File: config.mk
export PLATFORM = sky130hd
export DESIGN_NAME = pclk_mdg
export DESIGN_NICKNAME = d
export VERILOG_FILES = /design/src/rtl/pclk_mdg.sv
export SDC_FILE = /design/constraint.sdc
export NUM_CORES = 1
export LEC_CHECK = 0
export BUFFER_PORTS_ARGS = -buffer_cell sky130_fd_sc_hd__buf_2
export CORE_MARGIN = 1.5
export CORE_UTILIZATION = 42
export CTS_CLUSTER_SIZE = 25
export DETAILED_ROUTE_END_ITERATION = 8
export GPL_ROUTABILITY_DRIVEN = 0
export GPL_TIMING_DRIVEN = 0
export PLACE_DENSITY = 0.76
export SYNTH_ARGS = -nofsm -noshare
export SYNTH_HDL_FRONTEND = slang
export SYNTH_SLANG_ARGS = --single-unit
File: constraint.sdc
create_clock -name clk -period 2.6 [get_ports clk]
set_clock_uncertainty 0.2 [all_clocks]
set_input_delay 0.39 -clock clk [delete_from_list [all_inputs] [get_ports clk]]
set_output_delay 0.39 -clock clk [all_outputs]
set_load 0.1 [all_outputs]
File: src/rtl/pclk_mdg.sv
`timescale 1ns/1ps
module pclk_mdg #(
  parameter int HAS_SECOND = 1,
  parameter int REG_W      = 32
) (
  input  logic             clk,
  input  logic             rst_n,
  input  logic             reg_we,
  input  logic [REG_W-1:0] reg_wdata,
  output logic [REG_W-1:0] reg_rdata,
  input  logic [2:0]       src_pulse,
  output logic [1:0]       ref_en
);
  localparam int DIV_LO = 8;
  localparam int DIV_W  = 6;
  localparam int SEL_LO = 4;

  logic [1:0]       gate_q;
  logic [1:0]       code_q;
  logic [DIV_W-1:0] div_q;

  logic [1:0]       act_sel;
  logic [DIV_W-1:0] act_div;
  logic [DIV_W-1:0] cnt;
  logic [1:0]       out_q;

  logic             pick;
  logic [DIV_W-1:0] last_cnt;
  logic             term;
  logic             unused_bits;

  function automatic logic [1:0] map_src(input logic [1:0] code);
    case (code)
      2'd2:    map_src = 2'd1;
      2'd3:    map_src = 2'd2;
      default: map_src = 2'd0;
    endcase
  endfunction

  always_ff @(posedge clk or negedge rst_n) begin
    if (!rst_n) begin
      gate_q <= '0;
      code_q <= '0;
      div_q  <= '0;
    end else if (reg_we) begin
      gate_q <= reg_wdata[1:0];
      code_q <= reg_wdata[SEL_LO +: 2];
      div_q  <= reg_wdata[DIV_LO +: DIV_W];
    end
  end

  always_comb begin
    reg_rdata = '0;
    reg_rdata[1:0]            = gate_q;
    reg_rdata[SEL_LO +: 2]    = code_q;
    reg_rdata[DIV_LO +: DIV_W] = div_q;
  end

  assign unused_bits = ^{reg_wdata[REG_W-1:DIV_LO+DIV_W], reg_wdata[SEL_LO-1:2],
                         reg_wdata[DIV_LO-1:SEL_LO+2]};

  always_comb begin
    case (act_sel)
      2'd1:    pick = src_pulse[1];
      2'd2:    pick = src_pulse[2];
      default: pick = src_pulse[0];
    endcase
  end

  assign last_cnt = (act_div == '0) ? '0 : act_div - 1'b1;
  assign term     = pick && (cnt == last_cnt);

  always_ff @(posedge clk or negedge rst_n) begin
    if (!rst_n) begin
      act_sel <= '0;
      act_div <= '0;
      cnt     <= '0;
    end else if (pick) begin
      if (term) begin
        cnt     <= '0;
        act_sel <= map_src(code_q);
        act_div <= div_q;
      end else begin
        cnt <= cnt + 1'b1;
      end
    end
  end

  generate
    if (HAS_SECOND != 0) begin : g_two
      always_ff @(posedge clk or negedge rst_n) begin
        if (!rst_n) out_q <= '0;
        else        out_q <= {term & gate_q[1], term & gate_q[0]};
      end
    end else begin : g_one
      always_ff @(posedge clk or negedge rst_n) begin
        if (!rst_n) out_q <= '0;
        else        out_q <= {1'b0, term & gate_q[0]};
      end
    end
  endgenerate

  assign ref_en = out_q;
endmodule

==> flow_summary.html <==
<table>
<tr><th>Metric</th><th>Value</th></tr>
<tr><th colspan="2">Run status</th></tr>
<tr><td>Outcome</td><td>completed</td></tr>
<tr><th colspan="2">STA</th></tr>
<tr><td>Number of failing setup endpoints in the final timing report</td><td>0</td></tr>
<tr><td>Final WS setup</td><td>113 ps</td></tr>
<tr><td>Final Hold Vio Count</td><td>0</td></tr>
<tr><td>Part of the cycle the worst path needs</td><td>between 90% and 100%</td></tr>
<tr><td>Worst Tran Pin Value</td><td>569 ps</td></tr>
<tr><td>Max_slew headroom</td><td>62.1%</td></tr>
<tr><td>Hold WS</td><td>between 100 and 150 ps</td></tr>
<tr><td>Final min period</td><td>roughly 2500 ps</td></tr>
<tr><td>Max Clock Freq</td><td>402 MHz</td></tr>
<tr><td>RSZ-0062 raised after global routing</td><td>no</td></tr>
<tr><td>Max Transition Viols Final</td><td>0</td></tr>
<tr><th colspan="2">CTS</th></tr>
<tr><td># H-tree levels</td><td>1</td></tr>
<tr><td>Clk root buf</td><td>clkbuf_8</td></tr>
<tr><td>Number of clock sinks</td><td>26</td></tr>
<tr><td>TritonCTS clock tree</td><td>built</td></tr>
<tr><td>Clock edge transition at the registers on the reported setup and hold paths</td><td>~90 ps</td></tr>
<tr><td>Clock insertion delay at the later pin of the skew report</td><td>between 200 and 300 ps</td></tr>
<tr><td>Cts bufs inserted</td><td>3</td></tr>
<tr><td>Longest Clk Path Bufs</td><td>2</td></tr>
<tr><th colspan="2">Yosys</th></tr>
<tr><td>Cell Area, Synth</td><td>approximately 0.0016 sq mm</td></tr>
<tr><td>Primary flip-flop cell chosen by synthesis mapping</td><td>dfrtp_1</td></tr>
<tr><td>Avg Synthesized Cell Area</td><td>about 11 sq um</td></tr>
<tr><td>Number of instances in the synthesized netlist</td><td>around 140</td></tr>
<tr><td>Unique cell type count in the Yosys netlist</td><td>40</td></tr>
<tr><td>Dominant cells by area after synthesis</td><td>dfrtp_1, mux2_2, buf_4</td></tr>
<tr><td>Yosys synthesis warning count</td><td>0</td></tr>
<tr><td>Async set or reset register ratio after synthesis</td><td>100%</td></tr>
<tr><td>Number of enable flip-flop cells after synthesis</td><td>0</td></tr>
<tr><td>Seq cells post-synth</td><td>26</td></tr>
<tr><td>Top post-synthesis cells by count</td><td>dfrtp_1, buf_4, mux2_2</td></tr>
<tr><td>Fraction of post-synthesis cell area in the top cell type by area</td><td>between 40% and 50%</td></tr>
<tr><td>Dominant cell type by area after synthesis</td><td>dfrtp_1</td></tr>
<tr><td>Proportion of synthesized chip area in sequential cells</td><td>between 40% and 50%</td></tr>
<tr><td>Cell with the most instances after synthesis</td><td>dfrtp_1</td></tr>
<tr><th colspan="2">Final layout</th></tr>
<tr><td>Antenna fix cells</td><td>0</td></tr>
<tr><td>NumNets Final</td><td>about 240</td></tr>
<tr><td>Fill cell count</td><td>between 300 and 400</td></tr>
<tr><td>Layout cell share with drive strength beyond 1</td><td>a little over two fifths</td></tr>
<tr><td>Layout area overhead</td><td>26.3%</td></tr>
<tr><th colspan="2">Die</th></tr>
<tr><td>Vert. Die Dim</td><td>approximately 64 microns</td></tr>
<tr><td>Core region area</td><td>between 0.003 and 0.004 sq mm</td></tr>
<tr><td>Starting density of the core</td><td>between 40% and 50%</td></tr>
<tr><td>Die Span X</td><td>~64 microns</td></tr>
<tr><td>Io pins</td><td>between 70 and 80</td></tr>
<tr><td>Cell row count</td><td>21</td></tr>
<tr><td>Floorplan die area</td><td>between 0.004 and 0.005 sq mm</td></tr>
<tr><th colspan="2">Pwr</th></tr>
<tr><td>Clk pwr share</td><td>15.0%</td></tr>
<tr><td>Power Dens Cells</td><td>between 1000 and 1500 mW/mm^2</td></tr>
<tr><td>Total power after layout</td><td>~2200 uW</td></tr>
<tr><td>Internal power of the cells</td><td>1220 uW</td></tr>
<tr><td>Leakage Power</td><td>between 0.0009 and 0.001 uW</td></tr>
<tr><td>Net switching power</td><td>roughly 1000 uW</td></tr>
<tr><td>Switching share of power</td><td>about 45%</td></tr>
<tr><td>Sequential group share of total power</td><td>between 20 and 30%</td></tr>
<tr><td>Peak VDD IR</td><td>approximately 0.64 mV</td></tr>
<tr><td>Power share of the combinational group</td><td>a little under three fifths</td></tr>
<tr><th colspan="2">Critical path</th></tr>
<tr><td>CP Data Required Time</td><td>between 2000 and 3000 ps</td></tr>
<tr><td>Crit path launch type</td><td>flip-flop</td></tr>
<tr><td>Worst setup EP type</td><td>flip-flop</td></tr>
<tr><td>Maximum fanout along the worst path</td><td>7</td></tr>
<tr><td>Arrival time of the worst setup path</td><td>~2500 ps</td></tr>
<tr><td>WS Path Type</td><td>flip-flop to flip-flop</td></tr>
<tr><th colspan="2">Route</th></tr>
<tr><td>Starting DRT DRC Count</td><td>16</td></tr>
<tr><td>Number of routed nets with antenna violations</td><td>0</td></tr>
<tr><td>Via Count</td><td>1,138</td></tr>
<tr><td>Number of design rule violations left after detail routing</td><td>0</td></tr>
<tr><td>Pre-Repair DR Iteration Count</td><td>4</td></tr>
<tr><td>Total wire length after detailed routing</td><td>2760 microns</td></tr>
<tr><td>Via count normalized by instance count</td><td>4.66</td></tr>
<tr><td>Wire length per cell after detailed routing</td><td>around 11 microns</td></tr>
<tr><th colspan="2">Placement</th></tr>
<tr><td>Port Buf Inserts</td><td>26</td></tr>
<tr><td>Worst setup slack after placement</td><td>-232 ps</td></tr>
<tr><td>Detailed Place HPWL</td><td>between 2000 and 2500 microns</td></tr>
<tr><th colspan="2">Global routing</th></tr>
<tr><td>Largest net degree at the start of global routing</td><td>27</td></tr>
<tr><td>Overflow left after global routing</td><td>0</td></tr>
<tr><td>All-layer global routing usage</td><td>about 15%</td></tr>
<tr><td>Number of antenna violations at the first check in global routing</td><td>0</td></tr>
<tr><td>First-pass GRT wire length</td><td>approximately 4800 microns</td></tr>
<tr><td>Via count of the first global-routing pass</td><td>roughly 1,100</td></tr>
<tr><th colspan="2">Min path</th></tr>
<tr><td>Min-Delay Path Class</td><td>primary input to flip-flop</td></tr>
<tr><th colspan="2">Run</th></tr>
<tr><td>Maximum capacitance violations</td><td>0</td></tr>
</table>
-- what timing repair did --
action / 4_1_cts / 5_1_grt
gates resized for setup: 6 / 5
buffers inserted: 1 / 1
setup endpoints to repair: 16 / 11
hold buffers: 1 / 0
pin swaps: 2 / 4
hold endpoints to repair: 26 / 0
-- placed cells by master (no fill, tap or decap), types with 4 or more instances in the layout --
| cell | n |
|---|---|
| buf_2 | 28 |
| dfrtp_1 | 25 |
| buf_4 | 23 |
| conb_1 | 22 |
| mux2_2 | 16 |
| nor2_1 | 7 |
| inv_1 | 5 |
| nand2_1 | 5 |
| xnor2_1 | 4 |
| mux2i_1 | 4 |
| xor2_1 | 4 |
| o21ai_0 | 4 |
-- per-stage QoR --
| stage | area (sq um) | utilization [%] | cells | setup TNS, ps |
|---|---|---|---|---|
| 2_1_floorplan | 1630 | - | 165 | 0 |
| 3_3_place_gp | 1820 | 52.9 | 237 | -1420 |
| 3_5_place_dp | 1820 | 52.9 | 237 | -2680 |
| 4_1_cts | 1940 | 56.3 | 243 | 0 |
| 5_1_grt | 1960 | 57.0 | 244 | 0 |
| 6_report | 1960 | 57.0 | 244 | 0 |
-- worst paths after layout --
path                            slack (ps)                endpoint  cells after the start                    from
worst min register to register         320     ref_en[0]$_DFF_PN0_                      1   gate_q[0]$_DFFE_PN0P_
worst max register to register         110  act_div[4]$_DFFE_PN0P_                      7  act_sel[1]$_DFFE_PN0P_
worst max-delay path                   110  act_div[4]$_DFFE_PN0P_                      7  act_sel[1]$_DFFE_PN0P_
min in group asynchronous              430  act_sel[0]$_DFFE_PN0P_                      2                   rst_n
max in group asynchronous             1350  act_div[1]$_DFFE_PN0P_                      2                   rst_n
worst min-delay path                   140   code_q[1]$_DFFE_PN0P_                      2            reg_wdata[5]
-- cells by family after synthesis --
family / count (synthesis) / synth area share, %
adder cells (fa/ha/maj): 4 / 3.22
other: 1 / 0.242
buffers and inverters: 34 / 14.7
AO/OA/AOI/OAI: 15 / 7.41
flip-flops: 26 / 41.9
AND/OR/NAND/NOR: 36 / 13.9
multiplexers: 20 / 14.2
XOR/XNOR: 8 / 4.51
-- flip-flops by register name, indices dropped and copies added, names as in the netlist --
signal / cells
div_q: 6
ref_en: 2
code_q: 2
cnt: 6
act_sel: 2
gate_q: 2
act_div: 6
-- layer usage --
| metal | GRT usage (%) | vias to the layer above | wire [microns] |
|---|---|---|---|
| li1 | - | 559 | - |
| met4 | 7.34 | 0 | 50 |
| met1 | 17.7 | 524 | 1190 |
| met3 | 2.29 | 7 | 176 |
| met5 | 0 | - | 0 |
| met2 | 25.5 | 48 | 1350 |
-- layout make-up --
cell class	count	area [sq um]	area share, %
multi-input cells	105	793	40.5
flip-flops and latches	26	652	33.2
plain buffers	29	209	10.7
repair buffers	29	159	8.10
well taps	46	57.6	2.94
clock buffers	3	41.3	2.11
clock inverters	1	30.0	1.53
inverters	5	18.8	0.957
-- worst max-delay path: stages, from the launching register on --
cell      delay [ps]
dfrtp_1          390
ha_1             310
nor2b_2          170
or2_2            300
a2111o_1         330
nor4_4           160
buf_6            170
mux2_2           330
-- power by group through the flow --
| stage | Sequential [uW] | Combinational (uW) | Clock, uW |
|---|---|---|---|
| after floorplan | 757 | 844 | 0 |
| after global placement | 639 | 1120 | 0 |
| after global routing | 666 | 1350 | 356 |
| after detailed placement | 643 | 1140 | 0 |
| after CTS | 638 | 1210 | 337 |
| final | 647 | 1240 | 333 |
Power figures use the tool's default switching activity.
